[config.mk]
export PLATFORM = sky130hd
export DESIGN_NAME = hazard_fwd_unit
export DESIGN_NICKNAME = d
export VERILOG_FILES = /design/src/rtl/fwd_pkg.sv /design/src/rtl/fwd_operand_sel.sv /design/src/rtl/load_use_detect.sv /design/src/rtl/hazard_fwd_unit.sv
export SDC_FILE = /design/constraint.sdc
export NUM_CORES = 1
export LEC_CHECK = 0
export BUFFER_PORTS_ARGS = -buffer_cell sky130_fd_sc_hd__clkbuf_2
export CORE_AREA = 10 10 47 49
export DETAILED_ROUTE_END_ITERATION = 12
export DIE_AREA = 0 0 57 59
export PLACE_DENSITY = 0.75
export SLEW_MARGIN = 15
export SYNTH_ARGS = -nofsm -noshare
export SYNTH_HDL_FRONTEND = slang
export SYNTH_SLANG_ARGS = --single-unit
[constraint.sdc]
create_clock -name vclk -period 3.75
set_clock_uncertainty 0.2 [all_clocks]
set_input_delay 0.75 -clock vclk [all_inputs]
set_output_delay 0.75 -clock vclk [all_outputs]
set_load 0.02 [all_outputs]
[src/rtl/fwd_pkg.sv]
package fwd_pkg;

    // Width of a register index; 2**REG_W architectural registers.
    parameter int REG_W = 5;

    // Number of ALU operands that receive a select.
    localparam int NUM_OPND = 2;

    // Number of decode-stage source fields examined by the interlock.
    localparam int NUM_CONS = 2;

    typedef logic [REG_W-1:0] regidx_t;

    typedef enum logic [1:0] {
        SEL_REGFILE = 2'b00,
        SEL_MEMWB   = 2'b01,
        SEL_EXMEM   = 2'b10
    } opnd_sel_e;

    // Destination information carried by an older pipeline stage.
    typedef struct packed {
        logic    wen;
        regidx_t dst;
    } producer_t;

    // Front-end controls raised by a load-use interlock.
    typedef struct packed {
        logic pc_hold;
        logic ifid_hold;
        logic idex_bubble;
    } stall_ctl_t;

    // A producer can supply a source when it writes a nonzero register equal to that source.
    function automatic logic producer_feeds(producer_t p, regidx_t src);
        return p.wen && (p.dst != '0) && (p.dst == src);
    endfunction

endpackage

[src/rtl/fwd_operand_sel.sv]
module fwd_operand_sel
    import fwd_pkg::*;
(
    input  regidx_t   src,
    input  producer_t young,
    input  producer_t old,
    output opnd_sel_e sel
);

    logic young_hit;
    logic old_hit;

    assign young_hit = producer_feeds(young, src);
    assign old_hit   = producer_feeds(old, src);

    // The younger producer is the later write in program order, so it overrides.
    always_comb begin
        if (young_hit) begin
            sel = SEL_EXMEM;
        end else if (old_hit) begin
            sel = SEL_MEMWB;
        end else begin
            sel = SEL_REGFILE;
        end
    end

endmodule

[src/rtl/load_use_detect.sv]
module load_use_detect
    import fwd_pkg::*;
(
    input  logic       ex_is_load,
    input  regidx_t    ex_load_dst,
    input  regidx_t    dec_src [NUM_CONS],
    output stall_ctl_t ctl
);

    logic [NUM_CONS-1:0] field_hit;
    logic                stall;

    for (genvar c = 0; c < NUM_CONS; c++) begin : g_cons
        assign field_hit[c] = (dec_src[c] == ex_load_dst);
    end

    assign stall = ex_is_load && (|field_hit);

    always_comb begin
        ctl.pc_hold     = stall;
        ctl.ifid_hold   = stall;
        ctl.idex_bubble = stall;
    end

endmodule

[src/rtl/hazard_fwd_unit.sv]
module hazard_fwd_unit
    import fwd_pkg::*;
(
    input  logic [REG_W-1:0] idex_rs,
    input  logic [REG_W-1:0] idex_rt,
    input  logic             idex_memrd,
    input  logic [REG_W-1:0] exmem_rd,
    input  logic             exmem_wen,
    input  logic [REG_W-1:0] memwb_rd,
    input  logic             memwb_wen,
    input  logic [REG_W-1:0] ifid_rs,
    input  logic [REG_W-1:0] ifid_rt,
    output logic [1:0]       fwd_a,
    output logic [1:0]       fwd_b,
    output logic             pc_hold,
    output logic             ifid_hold,
    output logic             idex_bubble
);

    producer_t  exmem_prod;
    producer_t  memwb_prod;
    regidx_t    opnd_src [NUM_OPND];
    opnd_sel_e  opnd_sel [NUM_OPND];
    regidx_t    dec_src  [NUM_CONS];
    stall_ctl_t stall_ctl;

    assign exmem_prod = '{wen: exmem_wen, dst: exmem_rd};
    assign memwb_prod = '{wen: memwb_wen, dst: memwb_rd};

    assign opnd_src[0] = idex_rs;
    assign opnd_src[1] = idex_rt;

    for (genvar g = 0; g < NUM_OPND; g++) begin : g_opnd
        fwd_operand_sel u_sel (
            .src   (opnd_src[g]),
            .young (exmem_prod),
            .old   (memwb_prod),
            .sel   (opnd_sel[g])
        );
    end

    assign fwd_a = opnd_sel[0];
    assign fwd_b = opnd_sel[1];

    assign dec_src[0] = ifid_rs;
    assign dec_src[1] = ifid_rt;

    load_use_detect u_lud (
        .ex_is_load  (idex_memrd),
        .ex_load_dst (idex_rt),
        .dec_src     (dec_src),
        .ctl         (stall_ctl)
    );

    assign pc_hold     = stall_ctl.pc_hold;
    assign ifid_hold   = stall_ctl.ifid_hold;
    assign idex_bubble = stall_ctl.idex_bubble;

endmodule

==> impl_metrics.ini <==
[drt]
wl_per_cell_microns = 15.2
first_iter_violations = 12
drt_wl_total_mm = 1.58
ant_nets = 0
vias = 515
drcViolationCount = 0
drtPass1Iterations = 4
vias_per_cell = 4.95

[synthesis]
syn_avg_cell_area_sq_um = 7.71
muxShareOfSynthArea = 0
yosysMostFrequentCell = xnor2_1
synth-simple-area-share = 0.248
syn_nets = 88
synth_top_area_share = 0.496
synth_top_family_by_area = XOR/XNOR gates
synth_area_leaders = xnor2_1, xor2_1, buf_4, nand4_1, nor4_2
synth-adder-area-share = 0
yosysWarnings = 0
netlist_area_sq_um = 424
synth.distinct_cells = 15
yosysSeqAreaShare = 0
yosys.area.top_type = xnor2_1
netlist_top_cells_count = xnor2_1, xor2_1, buf_4, nand4_1
synth_cells = 55
synth-compound-area-share = 0.0354
synthXorXnorAreaFrac = 0.619

[timing]
finalSetupViolCount = 0
final_max_slew_viol_count = 0
min_period_over_period = 0.818
rsz0062_at_grt = false
timing.fmax_ghz = 0.326
final_hold_viol_count = 0
tightest_slew_ns = 0.514
fin_crit_ns = 3.07
slew_headroom = 0.654
finalSetupTns_ns = 0

[floorplanning]
io_pins = 40
fp-row-count = 14
coreArea_sq_um = 1400
die_x_microns = 57
die_y_microns = 59
start_util = 0.303
dieArea_sq_um = 3360

[critical_path]
required_ns = 2.80
crit_path_start_kind = primary input
crit_fanout = 3
end_kind = primary output
critical_path_class = primary input to primary output
worst_ep_arrival_time_ns = 2.12

[placement]
io_buffers = 40
dpl_cell_area_sq_um = 603
globalplace.congestion = 0.763

[global_route]
grt_pass1_vias = 553
grt_usage = 0.0822
grt_overflow = 0
grt_pass1_wl_mm = 2.42
grt_max_degree = 5
antenna_found_initial = 0

[clock_tree]
cts_setup_buffers = 0
ctsHoldBuffers = 0
ctsResizeCount = 0

[final_layout]
syn_to_final_growth_pct = 42.2
seq_cell_count = 0
drive_above_1_share = 0.489
final.clkbuf_count = 0
nNetsFinal = 123
fin_util = 0.430
seq_area_sq_um = 0
n_antenna_cell = 0
postLayoutCellArea_sq_um = 603

[power_and_ir_drop]
p_per_area_nw_per_um2 = 114
vdd_drop_max_mv = 0.0403
power.leakage_nw = 0.267
p_total_w = 0.0000686

[status]
status = finished clean

[worst_hold_path]
hp-class = primary input to primary output

[flow_run]
maxCapViolCount = 0
-- routing by layer --
metal,vias up,GRT usage,part of all wire
li1,253,-,-
met1,233,0.0821,0.37
met2,27,0.164,0.54
met3,2,0.0215,0.075
met4,0,0.0168,0.015
met5,-,0,0
-- layout make-up --
type / instances / area, sq um
Fill cell: 154 / 798
Multi-Input combinational cell: 48 / 383
Tap cell: 16 / 20.0
Timing Repair Buffer: 40 / 200
-- worst paths after layout --
path,slack (ns),endpoint,cells after the start,start
setup / recovery,0.68,fwd_b[0],6,exmem_rd[0]
hold / removal,1.66,fwd_a[0],4,memwb_wen
-- stage by stage --
stage          hold WS, ns  cells  setup WS, ns
2_1_floorplan         1.43     55         0.788
6_report              1.66    104         0.683
4_1_cts               1.66    104         0.677
3_5_place_dp          1.67    104         0.681
3_3_place_gp          1.66    104         0.720
5_1_grt               1.67    104         0.585
-- layout by cell type, fill, tap and decap left out, drive strengths merged --
master / instances
and2: 1
clkbuf: 40
nand2: 2
nand3: 2
nand4: 4
nor2: 1
nor4: 4
o21ai: 1
o22ai: 1
or4: 2
xnor2: 24
xor2: 6
-- worst max-delay path, cell delays in order --
cell,delay [ns]
clkbuf_2,0.11
or4_1,0.55
o21ai_2,0.15
nor4_1,0.10
nor4_2,0.26
clkbuf_2,0.20
-- power by group --
group | leakage [nW] | internal, W | switching (W)
logic | 0.267 | 0.0000358 | 0.0000328
registers | 0 | 0 | 0
clock network | 0 | 0 | 0
total | 0.267 | 0.0000358 | 0.0000328
-- logic make-up (layout without fill, tap and decap cells) --
| kind of cell | count (synthesis) | after routing |
|---|---|---|
| compound gates | 2 | 2 |
| xor+xnor | 30 | 30 |
| buf+inv | 7 | 40 |
| simple gates | 16 | 16 |
Note: power is estimated with default switching activity, not from simulation.
